**src/rtl/ethtx_pkg.sv**
```systemverilog
package ethtx_pkg;
  localparam int HDR_MAX = 46;
  localparam int FLEN_W  = 14;

  typedef struct packed {
    logic [47:0] dmac;
    logic [15:0] etype;
    logic [31:0] dip;
    logic [15:0] dport;
    logic        ip_en;
    logic        vita_en;
  } port_ent_t;

  typedef struct packed {
    logic [15:0]       ptr;
    logic [FLEN_W-1:0] size;
  } tx_cmd_t;

  typedef enum logic [1:0] {S_IDLE, S_HDR, S_PAY, S_DROP} tx_st_e;

  function automatic logic [5:0] hdr_bytes(input logic ip, input logic vt);
    return 6'd14 + (ip ? 6'd28 : 6'd0) + (vt ? 6'd4 : 6'd0);
  endfunction
endpackage

```
**src/rtl/ethtx_port_table.sv**
```systemverilog
module ethtx_port_table
  import ethtx_pkg::*;
#(
  parameter int NPORT = 16,
  localparam int PW = $clog2(NPORT)
) (
  input  logic            clk,
  input  logic            rst_n,
  input  logic            we,
  input  logic [PW-1:0]   widx,
  input  port_ent_t       wdata,
  input  logic [PW-1:0]   ridx,
  output port_ent_t       rdata
);
  port_ent_t ent_q [NPORT];

  always_ff @(posedge clk or negedge rst_n) begin
    if (!rst_n) begin
      for (int i = 0; i < NPORT; i++) ent_q[i] <= '0;
    end else if (we) begin
      ent_q[widx] <= wdata;
    end
  end

  assign rdata = ent_q[ridx];
endmodule

```
**src/rtl/ethtx_hdr_build.sv**
```systemverilog
module ethtx_hdr_build
  import ethtx_pkg::*;
#(
  parameter int LEN_W = 11
) (
  input  port_ent_t              ent,
  input  logic [47:0]            smac,
  input  logic [31:0]            sip,
  input  logic [15:0]            sport,
  input  logic [LEN_W-1:0]       plen,
  input  logic [3:0]             vcnt,
  output logic [HDR_MAX*8-1:0]   hvec,
  output logic [5:0]             hlen
);
  logic [15:0]  vwords, ulen, tlen, csum;
  logic [19:0]  sum;
  logic [16:0]  f1, f2;
  logic [111:0] eth;
  logic [159:0] iph;
  logic [63:0]  udp;
  logic [31:0]  vw;

  always_comb begin
    vwords = 16'd1 + ((16'(plen) + 16'd3) >> 2);
    ulen   = 16'd8 + (ent.vita_en ? 16'd4 : 16'd0) + 16'(plen);
    tlen   = 16'd20 + ulen;
    sum    = 20'h04500 + 20'(tlen) + 20'h04000 + 20'h04011
           + 20'(sip[31:16]) + 20'(sip[15:0])
           + 20'(ent.dip[31:16]) + 20'(ent.dip[15:0]);
    f1     = 17'(sum[15:0]) + 17'(sum[19:16]);
    f2     = 17'(f1[15:0]) + 17'(f1[16]);
    csum   = ~f2[15:0];
    eth    = {ent.dmac, smac, ent.etype};
    iph    = {8'h45, 8'h00, tlen, 16'h0000, 16'h4000, 8'h40, 8'h11, csum, sip, ent.dip};
    udp    = {sport, ent.dport, ulen, 16'h0000};
    vw     = {4'h1, 8'h00, vcnt, vwords};
    case ({ent.ip_en, ent.vita_en})
      2'b00:   hvec = {eth, 256'b0};
      2'b01:   hvec = {eth, vw, 224'b0};
      2'b10:   hvec = {eth, iph, udp, 32'b0};
      default: hvec = {eth, iph, udp, vw};
    endcase
    hlen = hdr_bytes(ent.ip_en, ent.vita_en);
  end
endmodule

```
**src/rtl/ethtx_cmd_fifo.sv**
```systemverilog
module ethtx_cmd_fifo
  import ethtx_pkg::*;
#(
  parameter int DEPTH = 4,
  localparam int AW = $clog2(DEPTH)
) (
  input  logic    clk,
  input  logic    rst_n,
  input  logic    push,
  input  tx_cmd_t wdata,
  input  logic    pop,
  output tx_cmd_t rdata,
  output logic    full,
  output logic    nempty
);
  tx_cmd_t     mem_q [DEPTH];
  logic [AW-1:0] wp_q, rp_q, wp_d, rp_d;
  logic [AW:0]   cnt_q, cnt_d;
  logic          do_pop;

  always_comb begin
    do_pop = pop && (cnt_q != '0);
    wp_d   = push ? AW'(32'(wp_q) + 1) : wp_q;
    rp_d   = do_pop ? AW'(32'(rp_q) + 1) : rp_q;
    cnt_d  = cnt_q + (push ? 1'b1 : 1'b0) - (do_pop ? 1'b1 : 1'b0);
  end

  always_ff @(posedge clk or negedge rst_n) begin
    if (!rst_n) begin
      wp_q  <= '0;
      rp_q  <= '0;
      cnt_q <= '0;
    end else begin
      wp_q  <= wp_d;
      rp_q  <= rp_d;
      cnt_q <= cnt_d;
    end
  end

  always_ff @(posedge clk) begin
    if (push) mem_q[wp_q] <= wdata;
  end

  assign rdata  = mem_q[rp_q];
  assign full   = (cnt_q == (AW+1)'(DEPTH));
  assign nempty = (cnt_q != '0);

  a_r7_no_overflow: assert property (@(posedge clk) disable iff (!rst_n)
    push |-> !full);
  a_r6_pop_empty_safe: assert property (@(posedge clk) disable iff (!rst_n)
    (pop && !nempty && !push) |=> !nempty);
  a_r6_last_pop_clears: assert property (@(posedge clk) disable iff (!rst_n)
    (pop && cnt_q == (AW+1)'(1) && !push) |=> !nempty);
endmodule

```
**src/rtl/eth_tx_hdr_gen.sv**
```systemverilog
module eth_tx_hdr_gen
  import ethtx_pkg::*;
#(
  parameter int NPORT      = 16,
  parameter int CMD_DEPTH  = 4,
  parameter int NSLOT      = 8,
  parameter int SLOT_BYTES = 2048,
  parameter int MAX_FRAME  = 1514,
  parameter int LEN_W      = 11,
  localparam int PW = $clog2(NPORT),
  localparam int SW = $clog2(NSLOT)
) (
  input  logic              clk,
  input  logic              rst_n,
  input  logic [47:0]       cfg_smac,
  input  logic [31:0]       cfg_sip,
  input  logic [15:0]       cfg_sport,
  input  logic              tbl_we,
  input  logic [PW-1:0]     tbl_idx,
  input  logic [47:0]       tbl_dmac,
  input  logic [15:0]       tbl_etype,
  input  logic [31:0]       tbl_dip,
  input  logic [15:0]       tbl_dport,
  input  logic              tbl_ip,
  input  logic              tbl_vita,
  input  logic              desc_valid,
  output logic              desc_ready,
  input  logic [PW-1:0]     desc_port,
  input  logic [LEN_W-1:0]  desc_len,
  input  logic              pay_valid,
  output logic              pay_ready,
  input  logic [7:0]        pay_data,
  output logic              out_valid,
  input  logic              out_ready,
  output logic [7:0]        out_data,
  output logic              out_last,
  input  logic              cmd_pop,
  output logic [15:0]       cmd_ptr,
  output logic [FLEN_W-1:0] cmd_size,
  output logic              irq
);
  logic [1:0] rsync_q;
  logic       rst_q_n;

  always_ff @(posedge clk or negedge rst_n) begin
    if (!rst_n) rsync_q <= 2'b00;
    else        rsync_q <= {rsync_q[0], 1'b1};
  end
  assign rst_q_n = rsync_q[1];

  tx_st_e            st_q, st_d;
  logic [5:0]        idx_q, idx_d;
  logic [LEN_W-1:0]  rem_q, rem_d, plen_q, plen_d;
  port_ent_t         ent_q, ent_d, tbl_rd;
  logic [FLEN_W-1:0] flen_q, flen_d, acc_len;
  logic [SW-1:0]     slot_q, slot_d;
  logic [3:0]        vcnt_q, vcnt_d;
  logic              push, full, oversize;
  logic [HDR_MAX*8-1:0] hvec;
  logic [5:0]        hlen;
  logic [7:0]        hbyte;
  tx_cmd_t           cmd_w, cmd_r;

  ethtx_port_table #(.NPORT(NPORT)) u_tbl (
    .clk(clk), .rst_n(rst_q_n), .we(tbl_we), .widx(tbl_idx),
    .wdata('{dmac: tbl_dmac, etype: tbl_etype, dip: tbl_dip, dport: tbl_dport,
             ip_en: tbl_ip, vita_en: tbl_vita}),
    .ridx(desc_port), .rdata(tbl_rd));

  ethtx_hdr_build #(.LEN_W(LEN_W)) u_hdr (
    .ent(ent_q), .smac(cfg_smac), .sip(cfg_sip), .sport(cfg_sport),
    .plen(plen_q), .vcnt(vcnt_q), .hvec(hvec), .hlen(hlen));

  assign cmd_w = '{ptr: 16'(32'(slot_q) * SLOT_BYTES), size: flen_q};

  ethtx_cmd_fifo #(.DEPTH(CMD_DEPTH)) u_cmdq (
    .clk(clk), .rst_n(rst_q_n), .push(push), .wdata(cmd_w), .pop(cmd_pop),
    .rdata(cmd_r), .full(full), .nempty(irq));

  assign cmd_ptr  = cmd_r.ptr;
  assign cmd_size = cmd_r.size;

  always_comb begin
    acc_len  = FLEN_W'(desc_len) + FLEN_W'(hdr_bytes(tbl_rd.ip_en, tbl_rd.vita_en));
    oversize = acc_len > FLEN_W'(MAX_FRAME);
    hbyte    = hvec[8*(HDR_MAX-1-int'(idx_q)) +: 8];
  end

  always_comb begin
    st_d = st_q; idx_d = idx_q; rem_d = rem_q; plen_d = plen_q; ent_d = ent_q;
    flen_d = flen_q; slot_d = slot_q; vcnt_d = vcnt_q;
    desc_ready = 1'b0; pay_ready = 1'b0; out_valid = 1'b0; out_data = 8'h00;
    out_last = 1'b0; push = 1'b0;
    case (st_q)
      S_IDLE: begin
        desc_ready = !full;
        if (desc_valid && !full) begin
          ent_d  = tbl_rd;
          rem_d  = desc_len;
          plen_d = desc_len;
          flen_d = acc_len;
          idx_d  = '0;
          st_d   = oversize ? S_DROP : S_HDR;
        end
      end
      S_HDR: begin
        out_valid = 1'b1;
        out_data  = hbyte;
        if (out_ready) begin
          if (idx_q == hlen - 6'd1) st_d = S_PAY;
          else                      idx_d = idx_q + 6'd1;
        end
      end
      S_PAY: begin
        out_valid = pay_valid;
        out_data  = pay_data;
        out_last  = (rem_q == LEN_W'(1));
        pay_ready = out_ready;
        if (pay_valid && out_ready) begin
          rem_d = rem_q - LEN_W'(1);
          if (rem_q == LEN_W'(1)) begin
            push   = 1'b1;
            st_d   = S_IDLE;
            slot_d = slot_q + SW'(1);
            if (ent_q.vita_en) vcnt_d = vcnt_q + 4'd1;
          end
        end
      end
      default: begin
        pay_ready = 1'b1;
        if (pay_valid) begin
          rem_d = rem_q - LEN_W'(1);
          if (rem_q == LEN_W'(1)) st_d = S_IDLE;
        end
      end
    endcase
  end

  always_ff @(posedge clk or negedge rst_q_n) begin
    if (!rst_q_n) begin
      st_q <= S_IDLE; idx_q <= '0; rem_q <= '0; plen_q <= '0; ent_q <= '0;
      flen_q <= '0; slot_q <= '0; vcnt_q <= '0;
    end else begin
      st_q <= st_d; idx_q <= idx_d; rem_q <= rem_d; plen_q <= plen_d; ent_q <= ent_d;
      flen_q <= flen_d; slot_q <= slot_d; vcnt_q <= vcnt_d;
    end
  end

  a_r4_hdr_hold: assert property (@(posedge clk) disable iff (!rst_q_n)
    (st_q == S_HDR && !out_ready) |=> (out_valid && out_data == $past(out_data)));
  a_r8_size_cap: assert property (@(posedge clk) disable iff (!rst_q_n)
    push |-> (flen_q <= FLEN_W'(MAX_FRAME)));
  a_r4_last_ends: assert property (@(posedge clk) disable iff (!rst_q_n)
    (out_valid && out_ready && out_last) |=> (st_q == S_IDLE && irq));
  a_r8_drop_silent: assert property (@(posedge clk) disable iff (!rst_q_n)
    (st_q == S_DROP) |-> (!out_valid && !push));
endmodule

```
**config.mk**
```make
export PLATFORM = sky130hd
export DESIGN_NAME = eth_tx_hdr_gen
export DESIGN_NICKNAME = d
export VERILOG_FILES = /design/src/rtl/ethtx_pkg.sv /design/src/rtl/ethtx_port_table.sv /design/src/rtl/ethtx_hdr_build.sv /design/src/rtl/ethtx_cmd_fifo.sv /design/src/rtl/eth_tx_hdr_gen.sv
export SDC_FILE = /design/constraint.sdc
export NUM_CORES = 2
export LEC_CHECK = 0
export BUFFER_PORTS_ARGS = -buffer_cell sky130_fd_sc_hd__buf_2
export CAP_MARGIN = 0
export CORE_ASPECT_RATIO = 1.25
export CORE_UTILIZATION = 60
export DETAILED_ROUTE_END_ITERATION = 16
export GPL_TIMING_DRIVEN = 1
export PLACE_DENSITY = 0.83
export SLEW_MARGIN = 20
export SYNTH_ARGS = -nofsm -noshare
export SYNTH_HDL_FRONTEND = slang
export SYNTH_SLANG_ARGS = --single-unit
```
**constraint.sdc**
```tcl
create_clock -name clk -period 85.4 [get_ports clk]
set_clock_uncertainty 0.1 [all_clocks]
set_input_delay 17.08 -clock clk [delete_from_list [all_inputs] [get_ports clk]]
set_output_delay 17.08 -clock clk [all_outputs]
set_load 0.005 [all_outputs]
```
==> summary.md <==
The run finished with clean final reports. Together, buffers and inverters on the worst path number 5. Following the worst setup path forward leads to its endpoint at out_data[1]. Once layout is complete, the utilization of the core stands at 66.4%. Once placement finished, the instance area stood at 0.0997 sq mm. The average vias per placed instance is 6.60. The post-route clock period utilization came out at 50.2%. The synthesized cell area came out at 0.0967 sq mm.

The die is 451 um tall. The run gives 0.163 sq mm as the die area. Entering global routing, the biggest net connects 201 pins. For this run, the total global-route usage over all layers was measured as 31.3%. The kind of capture point of the worst setup path was an output port. The hold violation total from the final report is 0. The tools report the endpoint of the most critical register-to-register path as u_tbl.ent_q[89]$_DFFE_PN0P_. Along the worst path, the maximum fanout reaches 5. After synthesis, the most frequently instantiated cells are 1,995 x sky130_fd_sc_hd__dfrtp_1, 1,954 x sky130_fd_sc_hd__mux2_2, 628 x sky130_fd_sc_hd__mux4_2.

Summing the sequential cell areas from Yosys gives 53.5% of the chip area. IR analysis of the VDD net gives a maximum drop of 0.0858 mV. The number of global-route vias before repair was 59,200.

At the end of the flow, the number of nets in the layout was 6,535. The worst setup path is of the primary input to output port kind. Setup violations remaining at the end of the flow were counted as 0. The highest-delay cell along the critical path is sky130_fd_sc_hd__fa_1. Data on the critical path arrives at its endpoint at 25,700 ps. At the worst endpoint, the required time is 68,220 ps. The worst path needs 42,890 ps of the cycle, external delays included. Type of the worst min-delay path: register to asynchronous set/reset pin. The detailed router finished its first iteration with 4,703 violations. For this design, the sink count on the clock tree is 2,055.

The total of cells resized after clock tree synthesis is 0. Clock-pin slew was measured on the worst setup and hold paths at 70 ps. The hold buffer count at CTS was 0. Buffers added to address setup during post-CTS repair amount to 0. The tightest hold path in the finished design has a slack of 177 ps. The start point of the critical path is cfg_sip[18].

After routing, the total negative slack on setup checks comes to 0 ps. The most common flop cell mapped by yosys was sky130_fd_sc_hd__dfrtp_1. Yosys attributes the largest share of cell area to sky130_fd_sc_hd__dfrtp_1 52%, sky130_fd_sc_hd__mux2_2 23%, sky130_fd_sc_hd__mux4_2 15%, sky130_fd_sc_hd__edfxtp_1 1.9%, sky130_fd_sc_hd__clkbuf_1 1.6%. In this run the horizontal extent of the chip is 361 um. The initial antenna violation count is 55. The logs give 152,000 um for the detailed placement HPWL and 0.160 sq mm for the core footprint.

The logic depth of the worst setup path including buffers was 34. On the critical path the largest part of the delay comes from adder cells. The tools report the number of standard cells after synthesis as 6,121.

TritonCTS built the clock tree. Total power divided by cell area: 35.6 mW/mm^2. The run gives 3 as the maximum number of buffers from clock root to sink. Setup repair after global routing left no endpoint under its margin. The stage delay of the slowest cell on the critical path was 520 ps; the flop and latch count out of synthesis was 2,055.

The initial utilization of the core area, before any placement, comes to 60.5%. For the worst flop-to-flop path, the logic depth is 6. The tools report the clock root buffer master as sky130_fd_sc_hd__clkbuf_16. The post-route standard cell area excluding fillers is 0.106 sq mm. By instance count, the leading cell after synthesis is sky130_fd_sc_hd__dfrtp_1. In this run the critical register-to-register path is launched from rsync_q[1]$_DFF_PN0_.

For the distinct cell type count after synthesis, the log shows 82. Count of buffers from port buffering: 271. Yosys printed 0 warnings. The share of synthesized registers carrying an async set or reset was 97.1%; the sum of overflow across all layers after global routing was 0. For the pin with the worst max-slew slack, the measured transition is 1140 ps.

Of the cells placed in the final design, the portion with a size suffix greater than 1 is 52.1%. The worst pin sits at a relative slew slack of 23.7%. The logs give 0 for the count of pins over their slew limit and 287 for the count of boundary I/O pins. In this run, synthesis inferred 60 flip-flops with an integrated enable. The congestion estimate from routability-driven global placement came to 0.946. After detailed routing, the average wire length per cell comes to 29.4 um. The worst setup slack for register-to-register paths was 79,810 ps; the mean instance size in the synthesized netlist was 15.8 sq um. The run gives 23.3 MHz as the timing-limited maximum frequency. The DRC violations left was 0; the synthesis-to-layout area growth was 9.63%. The sum of routed wire length over all layers was 248,000 um. The biggest area contributor in the post-synthesis netlist is sky130_fd_sc_hd__dfrtp_1. For the deepest level of the CTS H-tree, the log shows 4. The synthesized design devotes to its leading area cell type 51.6% of total area. The leakage power is 45.3 nW. The worst setup path is launched from a primary input. The number of vias after detailed routing is 55,600, and the post-detailed-route count of antenna-violating nets is 0.

Max-cap violations in this run came to 0. The number of buffers created by CTS is 189, and the row count is 164. The number of detailed-routing iterations run before antenna repair was 5. The later pin in the worst-skew pair is clocked with a latency of 850 ps. The most used cell along the critical path is sky130_fd_sc_hd__fa_1. The first global-routing pass estimated 380,000 um of wire.
[worst min-delay path by stage]
stage / start / slack [ps] / end
after floorplan: rsync_q[0]$_DFF_PN0_ / 230 / rsync_q[1]$_DFF_PN0_
after global placement: rsync_q[1]$_DFF_PN0_ / 190 / u_tbl.ent_q[265]$_DFFE_PN0P_
after detailed placement: rsync_q[1]$_DFF_PN0_ / 190 / u_tbl.ent_q[265]$_DFFE_PN0P_
after CTS: rsync_q[1]$_DFF_PN0_ / 200 / u_tbl.ent_q[265]$_DFFE_PN0P_
after global routing: rsync_q[1]$_DFF_PN0_ / 230 / u_tbl.ent_q[265]$_DFFE_PN0P_
final: rsync_q[1]$_DFF_PN0_ / 180 / u_tbl.ent_q[265]$_DFFE_PN0P_
[per-layer routing]
metal	vias up	wire [um]	GRT usage (%)
li1	22900	-	-
met5	-	262	0
met3	476	16600	6.14
met4	42	8640	11.1
met1	30300	99600	42.7
met2	1930	122000	50.5
[metrics by stage]
stage | power, mW | setup slack [ps] | cells
after global placement | 2.87 | 42750 | 8050
after detailed placement | 2.92 | 42650 | 8050
after CTS | 3.77 | 42630 | 8392
after global routing | 3.97 | 41850 | 8404
final | 3.78 | 42520 | 8418
after floorplan | 2.50 | 25570 | 6136
[area by class of cell]
cell class | count | area [sq um]
clock inverter | 69 | 787
timing repair buffer | 368 | 2280
tap | 2075 | 2600
clock buffer | 273 | 5470
inverter | 129 | 484
sequential | 2055 | 51700
multi-input combinational | 3424 | 42600
fill | 10600 | 53800
antenna | 25 | 62.6
[power by group]
group	total (mW)	switching, mW	internal, mW
registers	1.38	0.160	1.22
clock network	0.851	0.376	0.475
logic	1.55	0.843	0.706
[sequential cells by signal, summed over array words and instances, names as in the netlist]
register / cells
ent_q: 114
flen_q: 11
idx_q: 6
plen_q: 11
rem_q: 11
rsync_q: 2
slot_q: 3
st_q: 2
u_cmdq.cnt_q: 3
u_cmdq.mem_q: 60
u_cmdq.rp_q: 2
u_cmdq.wp_q: 2
u_tbl.ent_q: 1824
vcnt_q: 4
[layout by cell type, fill, tap and decap left out, types with 49 or more instances in the layout]
cell type | netlist | final
sky130_fd_sc_hd__a21oi_1 | 54 | 54
sky130_fd_sc_hd__buf_2 | 7 | 267
sky130_fd_sc_hd__buf_4 | 15 | 82
sky130_fd_sc_hd__clkbuf_16 | 0 | 192
sky130_fd_sc_hd__dfrtp_1 | 1995 | 1992
sky130_fd_sc_hd__edfxtp_1 | 60 | 60
sky130_fd_sc_hd__fa_1 | 51 | 51
sky130_fd_sc_hd__ha_1 | 73 | 72
sky130_fd_sc_hd__inv_1 | 127 | 127
sky130_fd_sc_hd__mux2_2 | 1954 | 1954
sky130_fd_sc_hd__mux4_2 | 628 | 628
sky130_fd_sc_hd__nand2_1 | 92 | 90
sky130_fd_sc_hd__nor2_1 | 95 | 86
sky130_fd_sc_hd__o21ai_0 | 79 | 79
sky130_fd_sc_hd__xnor2_1 | 50 | 49
[kinds of logic (layout without fill, tap and decap cells)]
| group | after synthesis | in the layout | share of synthesized area [%] |
|---|---|---|---|
| other | 2 | 42 | 0.00776 |
| buffers and inverters | 657 | 839 | 2.67 |
| multiplexers | 2610 | 2610 | 37.7 |
| AND/OR/NAND/NOR | 323 | 323 | 1.61 |
| AO/OA/AOI/OAI | 264 | 264 | 1.80 |
| adder cells (fa/ha/maj) | 125 | 125 | 2.01 |
| flip-flops | 2055 | 2055 | 53.5 |
| XOR/XNOR | 85 | 85 | 0.777 |
Note: power is estimated with default switching activity, not from simulation.
